==> config.mk <==
export PLATFORM = sky130hd
export DESIGN_NAME = i2c_eeprom_target
export DESIGN_NICKNAME = d
export VERILOG_FILES = /design/src/rtl/i2c_eeprom_target.sv
export SDC_FILE = /design/constraint.sdc
export NUM_CORES = 1
export LEC_CHECK = 0
export ABC_AREA = 1
export BUFFER_PORTS_ARGS = -buffer_cell sky130_fd_sc_hd__buf_4
export CAP_MARGIN = 15
export CORE_MARGIN = 2
export CORE_UTILIZATION = 50
export DETAILED_ROUTE_END_ITERATION = 10
export GPL_ROUTABILITY_DRIVEN = 0
export PLACE_DENSITY = 0.8
export SYNTH_ARGS = -nofsm -noshare
export SYNTH_HDL_FRONTEND = slang
export SYNTH_SLANG_ARGS = --single-unit
==> constraint.sdc <==
create_clock -name clk -period 4.1 [get_ports clk]
set_clock_uncertainty 0.2 [all_clocks]
set_input_delay 0 -clock clk [delete_from_list [all_inputs] [get_ports clk]]
set_output_delay 0 -clock clk [all_outputs]
set_load 0.01 [all_outputs]
==> src/rtl/i2c_eeprom_target.sv <==
module i2c_eeprom_target #(
  parameter int AW = 14,
  parameter int PW = 6,
  parameter logic [3:0] DEV_CODE = 4'b1010
) (
  input  logic          clk,
  input  logic          rst_n,
  input  logic          scl_in,
  input  logic          sda_in,
  input  logic [2:0]    dev_sel,
  input  logic          wr_busy,
  input  logic [7:0]    rd_data,
  output logic          sda_low,
  output logic [AW-1:0] rd_addr,
  output logic          wb_we,
  output logic [AW-1:0] wb_addr,
  output logic [7:0]    wb_data,
  output logic          wr_commit
);
  localparam int HW = AW - 8;

  typedef enum logic [2:0] {S_IDLE, S_DEV, S_AHI, S_ALO, S_WDAT, S_RDAT} st_t;

  st_t           state;
  logic [2:0]    scl_r, sda_r;
  logic [3:0]    cnt;
  logic [7:0]    sh;
  logic [HW-1:0] ahi;
  logic [AW-1:0] ptr;
  logic          sda_oe, rw, mack, wr_seen;

  wire scl = scl_r[1], scl_d = scl_r[2];
  wire sda = sda_r[1], sda_d = sda_r[2];
  wire scl_rise = scl & ~scl_d;
  wire scl_fall = ~scl & scl_d;
  wire start_c  = scl & scl_d & sda_d & ~sda;
  wire stop_c   = scl & scl_d & ~sda_d & sda;

  assign sda_low = sda_oe;
  assign rd_addr = ptr;

  always_ff @(posedge clk or negedge rst_n) begin
    if (!rst_n) begin
      scl_r <= '1; sda_r <= '1;
      state <= S_IDLE; cnt <= '0; sh <= '0; ahi <= '0; ptr <= '0;
      sda_oe <= 1'b0; rw <= 1'b0; mack <= 1'b0; wr_seen <= 1'b0;
      wb_we <= 1'b0; wb_addr <= '0; wb_data <= '0; wr_commit <= 1'b0;
    end else begin
      scl_r <= {scl_r[1:0], scl_in};
      sda_r <= {sda_r[1:0], sda_in};
      wb_we <= 1'b0;
      wr_commit <= 1'b0;
      if (start_c) begin
        state <= S_DEV; cnt <= '0; sda_oe <= 1'b0; wr_seen <= 1'b0;
      end else if (stop_c) begin
        state <= S_IDLE; cnt <= '0; sda_oe <= 1'b0;
        wr_commit <= wr_seen; wr_seen <= 1'b0;
      end else if (state != S_IDLE) begin
        if (scl_rise) begin
          if (cnt == 4'd8) mack <= ~sda;
          else if (state != S_RDAT) sh <= {sh[6:0], sda};
          if (cnt != 4'd9) cnt <= cnt + 4'd1;
        end else if (scl_fall) begin
          if (cnt == 4'd8) begin
            case (state)
              S_DEV: begin
                if (sh[7:1] == {DEV_CODE, dev_sel} && !wr_busy) begin
                  sda_oe <= 1'b1; rw <= sh[0];
                end else state <= S_IDLE;
              end
              S_AHI: begin ahi <= sh[HW-1:0]; sda_oe <= 1'b1; end
              S_ALO: begin ptr <= {ahi, sh}; sda_oe <= 1'b1; end
              S_WDAT: begin
                wb_we <= 1'b1; wb_addr <= ptr; wb_data <= sh;
                ptr <= {ptr[AW-1:PW], ptr[PW-1:0] + PW'(1)};
                wr_seen <= 1'b1; sda_oe <= 1'b1;
              end
              default: sda_oe <= 1'b0;
            endcase
          end else if (cnt == 4'd9) begin
            cnt <= '0;
            sda_oe <= 1'b0;
            case (state)
              S_DEV: state <= rw ? S_RDAT : S_AHI;
              S_AHI: state <= S_ALO;
              S_ALO: state <= S_WDAT;
              S_RDAT: if (!mack) state <= S_IDLE;
              default: state <= state;
            endcase
            if ((state == S_DEV && rw) || (state == S_RDAT && mack)) begin
              sh <= rd_data; sda_oe <= ~rd_data[7]; ptr <= ptr + AW'(1);
            end
          end else if (state == S_RDAT && cnt != 4'd0) begin
            sh <= {sh[6:0], 1'b1};
            sda_oe <= ~sh[6];
          end
        end
      end
    end
  end

  assert_drive_scl_low_R3: assert property (@(posedge clk) disable iff (!rst_n)
    $rose(sda_oe) |-> !scl);
  assert_addr_match_R1: assert property (@(posedge clk) disable iff (!rst_n)
    (state == S_DEV && $rose(sda_oe)) |-> sh[7:1] == {DEV_CODE, dev_sel});
  assert_busy_nack_R6: assert property (@(posedge clk) disable iff (!rst_n)
    (state == S_DEV && $rose(sda_oe)) |-> $past(!wr_busy));
  assert_wb_in_write_R5: assert property (@(posedge clk) disable iff (!rst_n)
    wb_we |-> state == S_WDAT);
  assert_commit_idle_R2: assert property (@(posedge clk) disable iff (!rst_n)
    wr_commit |-> (state == S_IDLE && !sda_oe));
  assert_ptr_step_R8: assert property (@(posedge clk) disable iff (!rst_n)
    (state == S_RDAT && $past(state) == S_RDAT && ptr != $past(ptr)) |-> ptr == $past(ptr) + AW'(1));
  assert_start_abort_R11: assert property (@(posedge clk) disable iff (!rst_n)
    $past(start_c) |-> (state == S_DEV && !sda_oe && !wr_commit && !wb_we));
endmodule

# ---- Word level (Yosys, flattened, before mapping)
# Cells that the tools add are included.
# W data, S select, Z words.
dict set report totals {
  reg_bits 69
  in_bits 16
  out_inout_bits 39
  wordCells 150
}
dict set report classes {
  addsub 3
  eq_ne 22
  n_mux 59
  bitwise_logic 17
  reduce_logical 33
}
# cell n
set op_table {}
lappend op_table {{$mux W8} 8}
lappend op_table {{$mux W14} 3}
lappend op_table {{$mux W3} 11}
lappend op_table {{$mux W4} 8}
lappend op_table {{$reduce_and A8 Y1} 4}
lappend op_table {{$pmux W14 S2} 1}
lappend op_table {{$mux W1} 26}
lappend op_table {{$reduce_and A5 Y1} 4}
lappend op_table {{$reduce_bool A3 Y1} 6}
lappend op_table {{$reduce_bool A4 Y1} 4}
lappend op_table {{$add A14 B1 Y14 const B} 1}
lappend op_table {{$reduce_and A7 Y1} 2}
lappend op_table {{$ne A4 B4 Y1 const B} 3}
lappend op_table {{$pmux W3 S4} 1}
lappend op_table {{$ne A5 B5 Y1 const B} 2}
lappend op_table {{$not A1 Y1} 10}
lappend op_table {{$reduce_and A9 Y1} 1}
lappend op_table {{$eq A4 B4 Y1 const B} 2}
lappend op_table {{$and A1 B1 Y1} 7}
lappend op_table {{$eq A7 B7 Y1} 1}
lappend op_table {{$add A6 B1 Y6 const B} 1}
lappend op_table {{$eq A3 B2 Y1 const B} 2}
lappend op_table {{$eq A3 B3 Y1 const B} 2}
lappend op_table {{$ne A3 B1 Y1 const B} 2}
lappend op_table {{16 further kinds} 22}

# ---- Depth between registers and ports, before layout
# Gate-level depths: netlist of run 1.
dict set report logic_depth {
  depth_word 11
  ltp_mapped 12
  mapped_depth_nobuf 12
}

# ---- Worst setup path before layout of run 1
# No wires, ideal clock.
dict set report synth_timing {
  path_kind {register to register}
  start {reg scl_r[2]}
  end {reg sh[0]}
  setup_time_ps 117
  arrival_time_ps 1647
  required_time_ps 3783
  path_slack_ps 2136
  stages_incl_launch_ff 9
  n_path_buf 0
  synth_period_minus_slack_ps 1964
  path_cell_list {dfstp_2 > inv_1 > ha_1 > inv_1 > nor2_1 > nor3_4 > nand3_4 > nand2_1 > nand2_1}
}
dict set report synth_between {
  elab_chain_len 5
  word_cells_on_any_way 16
  classes_between {eq/ne (2); mux (1); bitwise (10); reduce/logical (3)}
}
# item line_no
set synth_rtl {}
lappend synth_rtl {{start: declaration} 25} ;# logic [2:0] scl_r, sda_r;
lappend synth_rtl {{start signal: assignment} 49} ;# scl_r <= {scl_r[1:0], scl_in};
lappend synth_rtl {{$and A1 B1 Y1} {36, 37}}
lappend synth_rtl {{$and A1 B1 Y1, on equally long branches (2 in a row)} {37, 36}}
lappend synth_rtl {{$not A1 Y1 (no line)} --}
lappend synth_rtl {{$reduce_and A8 Y1 (no line)} --}
lappend synth_rtl {{end signal: assignment} 61} ;# else if (state != S_RDAT) sh <= {sh[6:0], sda};
lappend synth_rtl {{end signal: assignment} 91} ;# sh <= rd_data; sda_oe <= ~rd_data[7]; ptr <= ptr + AW'(1);
lappend synth_rtl {{end signal: assignment} 94} ;# sh <= {sh[6:0], 1'b1};
lappend synth_rtl {{end: declaration} 27} ;# logic [7:0] sh;
# Parallel ways exist; a longest one is shown, timed or not.
# A chain may end at the register's enable or synchronous reset.

# ---- Final worst setup path of run 1
dict set report layout_timing {
  start {reg scl_r[1]}
  end {reg wb_data[0]}
}
dict set report layout_between {
  elab_chain_len 5
  word_cells_on_any_way 12
  classes_between {bitwise (11); reduce/logical (1)}
}
# item line_no
set layout_rtl {}
lappend layout_rtl {{$and A1 B1 Y1} {36, 37}}
lappend layout_rtl {{$and A1 B1 Y1, on equally long branches (2 in a row)} {37, 36}}
lappend layout_rtl {{$not A1 Y1 (no line)} --}
lappend layout_rtl {{$reduce_and A7 Y1 (no line) (*)} --}
lappend layout_rtl {{end signal: assignment} 47} ;# wb_we <= 1'b0; wb_addr <= '0; wb_data <= '0; wr_commit <= 1'b0;
lappend layout_rtl {{end signal: assignment} 74} ;# wb_we <= 1'b1; wb_addr <= ptr; wb_data <= sh;
lappend layout_rtl {{end: declaration} 17} ;# output logic [7:0] wb_data,
# Every way passes the cells marked *; elsewhere a longest branch is shown, timed or not.

==> results.py, run 1 <==
metrics = {
    "global_routing": {
        "grt_pass1_vias": 3298,
        "grt-ovfl-total": 0,
        "antenna_found_initial": 0,
        "grt_use_total": 0.230,
        "grt_first_pass_wirelength_mm": 15.5,
        "grt_max_degree": 70,
    },
    "synthesis": {
        "synth.distinct_cells": 30,
        "ys_async_sr_fraction": 1.00,
        "synthFlopType": "dfrtp_1",
        "synth_area_um2": 3890,
        "synth_nets": 549,
        "syn_avg_cell_area_um2": 7.41,
        "yosys_warnings": 0,
        "ys_ff_latch": 69,
        "yosysSeqAreaShare": 0.446,
        "synth_cells": 525,
        "synth_edf_count": 0,
    },
    "min_path": {
        "hold_class": "primary input to register",
        "min_path_cells": 7,
    },
    "worst_setup_path": {
        "cp_num_cells": 8,
        "r2r_cells": 8,
        "cp-end-kind": "register",
        "cp_data_arrival_time_ns": 2.38,
        "cp_max_fo": 39,
        "cpPeakStageDelay_ns": 0.56,
        "crit_path_top_delay_cell": "dfstp_2",
        "path_delay_family": "simple AND/OR/NAND/NOR gates",
        "reg2reg_slack_ns": 1.72,
        "startpoint_type": "register",
        "cp_cell_sequence": "ha_1 -> nand3_2 -> nand2_1 -> nor2_4 -> nand2_2 -> inv_2 -> nand2_2 -> o21ai_0",
        "cp_common_cell": "nand2_2",
        "cp.required_ns": 4.10,
        "timing.critical_path.buf_inv": 1,
        "crit_type": "register to register",
    },
    "power_and_ir_drop": {
        "switchingPower_mw": 0.662,
        "power.internal_mw": 1.23,
        "pwr-share-seq": 0.436,
        "power.share.clock": 0.325,
        "p_per_area_nw_per_um2": 402,
        "vdd_drop_max_uv": 238,
        "p_total_mw": 1.89,
        "power.leakage_nw": 2.46,
        "power.share.combinational": 0.239,
        "swShare": 0.350,
    },
    "clocking": {
        "cts.sinks": 69,
        "cts_setup_buffers": 0,
        "cts.path.max_buffers": 2,
        "htreeDepth": 3,
        "clk_pin_slew_ns": 0.07,
        "cts_tree": "done",
        "clk_latency_ns": 0.36,
        "clock-root-buffer": "clkbuf_8",
        "cts_buffers": 9,
        "cts-resized-gates": 0,
    },
    "status": {
        "status": "completed",
    },
    "sta": {
        "finalCriticalPeriod_ns": 2.38,
        "fin_ws_ns": 1.72,
        "holdWs_ns": 0.0222,
        "fmax_ghz": 0.420,
        "rsz0062_at_grt": "no",
        "period_share": 0.581,
        "setup_viol": 0,
        "tns_ns": 0,
        "worst_pin_slew_ns": 0.846,
        "drv_slew": 0,
        "hold_viol_final": 0,
        "slew_headroom": 0.436,
    },
    "cells_and_area": {
        "n_antenna_cell": 0,
        "drive_gt1_frac": 0.197,
        "nets": 617,
        "area_growth_pct": 20.9,
        "stdcell_count": 700,
    },
    "die": {
        "row_count": 32,
        "ios": 55,
        "dieArea_um2": 8510,
        "die_h_um": 92.2,
        "initial_utilization": 0.509,
        "core_um2": 7650,
        "dieWidth_um": 92.2,
    },
    "route": {
        "drc_errors": 0,
        "ant_nets": 0,
        "wl_mm": 9.12,
        "vias": 3544,
        "drtIter0Drc": 299,
        "vias_per_cell": 5.06,
        "wire_per_inst_um": 13.0,
        "firstDrtPassIters": 5,
    },
    "place": {
        "hpwl_mm": 6.64,
        "portBuffers": 54,
        "dp_cells": 672,
        "dp_slack_ns": 1.72,
    },
    "job": {
        "drv_cap": 0,
    },
}
-- logic make-up after synthesis --
family	after synthesis	synth area share
AOI/OAI and AO/OA	55	0.0826
adders and majority gates	8	0.0257
buffers and inverters	69	0.0743
DFF	69	0.446
and+or+nand+nor	319	0.361
xor gates and xnor gates	5	0.0112
-- cell usage after synthesis (3+ instances only) --
cell type | count | area share
nand2_1 | 214 | 0.21
dfrtp_1 | 63 | 0.41
inv_1 | 50 | 0.048
nand3_1 | 42 | 0.054
o21ai_0 | 29 | 0.037
nor2_1 | 27 | 0.026
o21ai_2 | 11 | 0.025
inv_2 | 10 | 0.0096
o21ai_1 | 9 | 0.012
ha_1 | 8 | 0.026
nand2_2 | 7 | 0.011
buf_2 | 6 | 0.0077
dfstp_2 | 6 | 0.041
nand4_1 | 6 | 0.0096
xor2_1 | 5 | 0.011
a21oi_1 | 4 | 0.0051
nor2_4 | 4 | 0.012
buf_6 | 3 | 0.0087
nand3_2 | 3 | 0.0077
nor2_2 | 3 | 0.0048
-- area by class of cell --
type                       count  area, µm²
fill                         677       2940
inverter                      60        225
clock inverter                 7       98.8
multi-input combinational    387       1870
tap                          102        128
timing repair buffer          66        526
sequential                    69       1730
clock buffer                   9        124
-- worst paths after layout --
path | start | endpoint
max | scl_r[1]$_DFF_PN1_ | wb_data[0]$_DFFE_PN0P_
min | dev_sel[1] | rw$_DFFE_PN0P_
max reg2reg | scl_r[1]$_DFF_PN1_ | wb_data[0]$_DFFE_PN0P_
min reg2reg | scl_r[0]$_DFF_PN1_ | scl_r[1]$_DFF_PN1_
max in group asynchronous | rst_n | wb_we$_DFF_PN0_
min in group asynchronous | rst_n | sda_low$_DFFE_PN0P_
-- flip-flops by register name (all words and copies together) (netlist names) --
| register | flops |
|---|---|
| rw | 1 |
| wr_commit | 1 |
| ahi | 6 |
| cnt | 4 |
| sh | 8 |
| sda_r | 3 |
| scl_r | 3 |
| sda_low | 1 |
| wb_addr | 14 |
| wb_we | 1 |
| wr_seen | 1 |
| rd_addr | 14 |
| state | 3 |
| wb_data | 8 |
| mack | 1 |
-- placed cells by master, fill, tap and decap left out, types with 2 or more instances in the layout --
master and instances:
xor2_1 5, nor2_2 3, bufinv_16 2, nand2_1 214, ha_1 8, nand3_4 2
nand3_2 3, dfrtp_1 63, nor2_4 4, nand2_2 7, o21ai_0 29, dfstp_2 6
clkinv_4 2, a21oi_1 4, dlygate4sd3_1 12, o21ai_2 11, nor3_1 2, nor4_1 2
nor2_1 27, or2_1 2, buf_4 54, o21ai_1 9, nand4_1 6, inv_2 10
inv_1 50, clkbuf_8 9, nand3_1 42, nand3b_1 2
-- worst register-to-register path: cells and delay by family (launching register included) --
kind	cells	cell delay, ns
adder cells (fa/ha/maj)	1	0.25
flip-flops	1	0.56
AND/OR/NAND/NOR	5	0.95
buffers and inverters	1	0.07
AO/OA/AOI/OAI	1	0.20
-- repair_timing --
action	CTS	global route
hold endpoints to repair	75	0
hold buffers	12	0
endpoints found under the setup margin	0	0
-- stage by stage --
step           area, µm²   util
2_1_floorplan       3890      -
3_3_place_gp        4360  0.570
3_5_place_dp        4360  0.570
4_1_cts             4700  0.615
5_1_grt             4700  0.615
6_report            4700  0.615
-- power groups by stage --
| stage | clock network [mW] | logic, mW | registers (mW) |
|---|---|---|---|
| global route | 0.660 | 0.505 | 0.833 |
| CTS | 0.627 | 0.446 | 0.822 |
| floorplan | 0 | 0.318 | 0.810 |
| global placement | 0 | 0.423 | 0.830 |
| finish | 0.616 | 0.452 | 0.826 |
| detailed placement | 0 | 0.436 | 0.833 |
-- metal layers --
| layer | vias to the layer above | routed length (µm) | track usage | share of wire |
|---|---|---|---|---|
| met5 | - | 0 | 0 | 0 |
| met4 | 0 | 155 | 0.0920 | 0.017 |
| met3 | 14 | 525 | 0.0460 | 0.058 |
| met2 | 123 | 4290 | 0.367 | 0.47 |
| met1 | 1620 | 4150 | 0.307 | 0.46 |
| li1 | 1787 | - | - | - |
(Power assumes the default switching activity.)
==> inputs of run 2 (changes only) <==
==> constraint.sdc (replaced) <==
create_clock -name clk -period 2.3 [get_ports clk]
set_clock_uncertainty 0.2 [all_clocks]
set_input_delay 0 -clock clk [delete_from_list [all_inputs] [get_ports clk]]
set_output_delay 0 -clock clk [all_outputs]
set_load 0.01 [all_outputs]
==> results.py, run 2 (same netlist as run 1, synthesis figures left out) <==
metrics = {
    "sta": {
        "setup_viol": 0,
        "slew_headroom": 0.422,
        "hold_viol_final": 0,
        "fmax_ghz": 0.476,
        "finalCriticalPeriod_ns": 2.10,
        "drv_slew": 0,
        "worst_pin_slew_ns": 0.867,
        "rsz0062_at_grt": "no",
        "period_share": 0.913,
        "tns_ns": 0,
    },
    "job": {
        "drv_cap": 0,
    },
    "worst_setup_path": {
        "crit_path_top_delay_cell": "dfstp_2",
        "startpoint_type": "register",
        "timing.critical_path.buf_inv": 3,
        "path_delay_family": "simple AND/OR/NAND/NOR gates",
        "cp-end-kind": "register",
        "cp_data_arrival_time_ns": 2.20,
        "cp_max_fo": 10,
        "reg2reg_slack_ns": 0.20,
        "cp.required_ns": 2.40,
        "cp_common_cell": "nand2_1",
        "cpPeakStageDelay_ns": 0.56,
        "crit_type": "register to register",
        "cp_cell_sequence": "inv_1 -> ha_1 -> nor2_1 -> nand2_1 -> inv_1 -> nand2_1 -> a21oi_1 -> nand2_2 -> inv_1 -> nand2_1 -> nand2_1",
    },
    "route": {
        "drc_errors": 0,
        "wl_mm": 9.21,
        "wire_per_inst_um": 13.0,
        "drtIter0Drc": 262,
        "vias_per_cell": 5.17,
        "firstDrtPassIters": 5,
        "ant_nets": 0,
        "vias": 3659,
    },
    "die": {
        "die_h_um": 92.2,
        "dieArea_um2": 8510,
        "core_um2": 7650,
        "row_count": 32,
        "initial_utilization": 0.509,
        "dieWidth_um": 92.2,
        "ios": 55,
    },
    "power_and_ir_drop": {
        "vdd_drop_max_uv": 421,
        "p_total_mw": 3.31,
        "power.leakage_nw": 2.50,
        "p_per_area_nw_per_um2": 696,
    },
    "clocking": {
        "cts_tree": "done",
        "clk_pin_slew_ns": 0.08,
        "cts.path.max_buffers": 2,
        "cts_buffers": 9,
        "clock-root-buffer": "clkbuf_8",
        "cts_setup_buffers": 0,
        "clk_latency_ns": 0.35,
        "htreeDepth": 3,
        "cts.sinks": 69,
    },
    "place": {
        "portBuffers": 54,
        "hpwl_mm": 6.56,
    },
    "cells_and_area": {
        "layout_commonest_cell": "nand2_1",
        "nFillCells": 662,
        "layout_common_cells": "nand2_1 (214), dfrtp_1 (63), buf_4 (60), inv_1 (50), nand3_1 (42)",
        "n_antenna_cell": 0,
        "drive_gt1_frac": 0.208,
        "nets": 625,
        "area_growth_pct": 22.3,
    },
    "global_routing": {
        "grt-ovfl-total": 0,
        "grt_max_degree": 70,
        "grt_pass1_vias": 3411,
        "grt_first_pass_wirelength_mm": 15.7,
        "grt_use_total": 0.233,
        "antenna_found_initial": 0,
    },
    "min_path": {
        "hold_class": "primary input to register",
    },
    "status": {
        "status": "completed",
    },
}
-- run 2: cell types whose count changed in the layout (fill, tap and decap cells not counted), sizes merged --
cell / change
buf: +7
clkbuf: +2
clkinv: -2
bufinv: -1
clkinvlp: +1
dlygate4sd3: +1
-- run 2: layout make-up --
cell class | count | area [µm²] | area share
multi-input cells | 387 | 1870 | 0.393
flip-flops and latches | 69 | 1730 | 0.364
repair buffers | 74 | 601 | 0.126
inverters | 60 | 225 | 0.0473
clock buffers | 11 | 141 | 0.0297
well taps | 102 | 128 | 0.0268
clock inverters | 5 | 58.8 | 0.0124
-- run 2: worst register-to-register path, cell delays in order (launching register included) --
cell	delay [ns]
dfstp_2	0.56
inv_1	0.05
ha_1	0.29
nor2_1	0.14
nand2_1	0.07
inv_1	0.07
nand2_1	0.06
a21oi_1	0.17
nand2_2	0.16
inv_1	0.13
nand2_1	0.07
nand2_1	0.07
-- run 2: final timing paths --
check / startpoint / to / depth (start not counted)
max in group asynchronous: rst_n / wb_addr[13]$_DFFE_PN0P_ / 2
min in group asynchronous: rst_n / sh[1]$_DFFE_PN0P_ / 2
hold / removal: wr_busy / rw$_DFFE_PN0P_ / 8
setup / recovery: scl_r[2]$_DFF_PN1_ / rd_addr[1]$_DFFE_PN0P_ / 11
hold reg to reg: scl_r[0]$_DFF_PN1_ / scl_r[1]$_DFF_PN1_ / 0
setup reg to reg: scl_r[2]$_DFF_PN1_ / rd_addr[1]$_DFFE_PN0P_ / 11
-- run 2: metal layers --
layer	GRT usage	part of all wire
met3	0.0509	0.071
met2	0.364	0.47
met5	0	0
met4	0.0933	0.016
met1	0.318	0.45
-- run 2: power by group --
| group | leakage [nW] | total (mW) | internal [mW] | switching, mW |
|---|---|---|---|---|
| clock | 0.0959 | 1.02 | 0.532 | 0.487 |
| sequential | 0.919 | 1.47 | 1.33 | 0.142 |
| combinational | 1.48 | 0.822 | 0.263 | 0.559 |
| total | 2.50 | 3.31 | 2.12 | 1.19 |
-- run 2: stage by stage --
| step | utilization | instances | hold slack [ns] | cell area, µm² | setup slack [ns] |
|---|---|---|---|---|---|
| 4_1_cts | 0.622 | 708 | 0.0247 | 4760 | 0.134 |
| 6_report | 0.622 | 708 | 0.0658 | 4760 | 0.199 |
| 5_1_grt | 0.622 | 708 | 0.0760 | 4760 | 0.0377 |
| 3_3_place_gp | 0.579 | 679 | -0.0916 | 4430 | 0.267 |
| 3_5_place_dp | 0.579 | 679 | -0.0877 | 4430 | 0.159 |
| 2_1_floorplan | - | 525 | -0.496 | 3890 | 0.336 |
-- run 2: repair_timing --
item | in CTS | in global routing
hold endpoints to repair | 75 | 0
setup endpoints to repair | 0 | 5
hold buffers | 13 | 0
resized for setup | 0 | 2
==> inputs of run 3 (changes only) <==
--- a/config.mk
+++ b/config.mk
@@ -12,7 +12,7 @@
 export CORE_UTILIZATION = 50
 export DETAILED_ROUTE_END_ITERATION = 10
 export GPL_ROUTABILITY_DRIVEN = 0
-export PLACE_DENSITY = 0.8
+export PLACE_DENSITY = 0.71
 export SYNTH_ARGS = -nofsm -noshare
 export SYNTH_HDL_FRONTEND = slang
 export SYNTH_SLANG_ARGS = --single-unit
==> results.py, run 3 (same netlist as run 1, synthesis figures left out) <==
metrics = {
    "status": {
        "status": "completed",
    },
    "clocking": {
        "clk_pin_slew_ns": 0.07,
        "clk_latency_ns": 0.35,
        "clock-root-buffer": "clkbuf_8",
        "cts_buffers": 9,
        "cts.sinks": 69,
        "htreeDepth": 3,
        "cts.path.max_buffers": 2,
        "cts_tree": "done",
        "cts_setup_buffers": 0,
    },
    "route": {
        "ant_nets": 0,
        "wire_per_inst_um": 12.7,
        "maxUsedRoutingLayer": "met4",
        "drc_errors": 0,
        "vias": 3601,
        "met2WireLength_mm": 4.14,
        "routed-wl-met3_um": 440,
        "routedLengthMet1_mm": 4.26,
        "vias_per_cell": 5.08,
        "wl_mm": 9.01,
        "drtIter0Drc": 260,
        "firstDrtPassIters": 5,
    },
    "sta": {
        "fmax_ghz": 0.477,
        "fin_ws_ns": 0.204,
        "setup_viol": 0,
        "worst_pin_slew_ns": 0.862,
        "tns_ns": 0,
        "period_share": 0.911,
        "drv_slew": 0,
        "rsz0062_at_grt": "no",
        "slew_headroom": 0.425,
        "finalCriticalPeriod_ns": 2.10,
        "hold_viol_final": 0,
    },
    "global_routing": {
        "grt_max_degree": 70,
        "grt_use_total": 0.227,
        "grt-ovfl-total": 0,
        "antenna_found_initial": 0,
        "grt_pass1_vias": 3228,
        "grt_first_pass_wirelength_mm": 15.3,
    },
    "worst_setup_path": {
        "reg2reg_slack_ns": 0.20,
        "crit_type": "register to register",
        "cp_common_cell": "nand2_1",
        "cp_data_arrival_time_ns": 2.14,
        "cp_max_fo": 8,
        "startpoint_type": "register",
        "cp.required_ns": 2.35,
        "crit_path_top_delay_cell": "dfstp_2",
        "cp_cell_sequence": "ha_1 -> nand2_1 -> nand2_1 -> nand2_1 -> nand2_1 -> nand3_1 -> nor2_2 -> nand2_1 -> nand2_1 -> nand2_1",
        "timing.critical_path.buf_inv": 0,
        "path_delay_family": "simple AND/OR/NAND/NOR gates",
        "cp-end-kind": "register",
        "cpPeakStageDelay_ns": 0.56,
    },
    "cells_and_area": {
        "nFillCells": 688,
        "n_antenna_cell": 0,
        "drive_gt1_frac": 0.209,
        "layout_commonest_cell": "nand2_1",
        "nets": 626,
        "layout_common_cells": "nand2_1 (213), dfrtp_1 (63), buf_4 (60), inv_1 (50), nand3_1 (42)",
        "area_growth_pct": 23.9,
    },
    "die": {
        "dieArea_um2": 8510,
        "core_um2": 7650,
        "ios": 55,
        "dieWidth_um": 92.2,
        "die_h_um": 92.2,
        "initial_utilization": 0.509,
        "row_count": 32,
    },
    "power_and_ir_drop": {
        "power.internal_mw": 2.35,
        "power.leakage_nw": 2.52,
        "pwr-share-seq": 0.418,
        "p_per_area_nw_per_um2": 726,
        "vdd_drop_max_uv": 463,
        "power.share.combinational": 0.233,
        "swShare": 0.330,
        "power.share.clock": 0.349,
        "switchingPower_mw": 1.15,
    },
    "job": {
        "drv_cap": 0,
    },
    "place": {
        "hpwl_mm": 6.55,
        "portBuffers": 54,
        "dp_slack_ns": 0.133,
    },
    "min_path": {
        "hold_class": "primary input to register",
    },
}
==> run 3: cell count changes in the layout (fill, tap and decap cells not counted) <==
cell / delta
clkinv_2: -1
nand2_2: +1
inv_6: -1
nand2_1: -1
bufinv_16: +2
clkinvlp_4: -2
dlygate4sd3_1: +1
clkinv_4: +2
==> run 3: worst min-delay path, cell delays in order <==
cell      delay (ns)
buf_4           0.11
inv_1           0.06
nand2_1         0.06
o211ai_1        0.09
nor2_1          0.07
nand3_1         0.06
nand2_1         0.05
inv_1           0.04
==> run 3: worst paths after layout <==
path / startpoint / cells past startpoint / end
min reg2reg: sda_r[0]$_DFF_PN1_ / 0 / sda_r[1]$_DFF_PN1_
min: dev_sel[0] / 8 / rw$_DFFE_PN0P_
max reg2reg: scl_r[1]$_DFF_PN1_ / 10 / state[1]$_DFFE_PN0P_
max in group asynchronous: rst_n / 2 / sh[3]$_DFFE_PN0P_
min in group asynchronous: rst_n / 2 / wb_addr[1]$_DFFE_PN0P_
max: scl_r[1]$_DFF_PN1_ / 10 / state[1]$_DFFE_PN0P_
==> run 3: metal layers <==
metal | vias up | global-route usage
li1 | 1809 | -
met1 | 1660 | 0.327
met2 | 117 | 0.349
met3 | 15 | 0.0304
met4 | 0 | 0.0908
met5 | - | 0
==> run 3: final cells by class <==
| type | count | area [µm²] | area share |
|---|---|---|---|
| multi-input combinational | 387 | 1870 | 0.389 |
| clock inverter | 5 | 108 | 0.0223 |
| tap | 102 | 128 | 0.0265 |
| clock buffer | 11 | 141 | 0.0293 |
| inverter | 60 | 225 | 0.0467 |
| sequential | 69 | 1730 | 0.360 |
| timing repair buffer | 75 | 611 | 0.127 |
==> run 3: timing repair <==
item                                    in CTS  in global routing
resized for setup                            0                  3
endpoints found under the setup margin       0                  8
hold buffers                                14                  0
endpoints found under the hold margin       75                  0
==> run 3: power by group through the flow <==
stage / logic [mW] / clock network, mW / registers (mW)
global route: 0.933 / 1.29 / 1.48
floorplan: 0.567 / 0 / 1.44
CTS: 0.811 / 1.24 / 1.46
detailed placement: 0.788 / 0 / 1.48
global placement: 0.778 / 0 / 1.48
finish: 0.816 / 1.22 / 1.46
==> run 3: per-stage QoR <==
stage	util	cell area, µm²	hold slack, ns	power, mW	cells
after floorplan	-	3890	-0.496	2.01	525
after detailed placement	0.579	4430	-0.0906	2.27	679
after CTS	0.630	4820	0.00435	3.51	709
final	0.630	4820	0.0137	3.50	709
after global routing	0.630	4820	0.0940	3.70	709
after global placement	0.579	4430	-0.0915	2.25	679
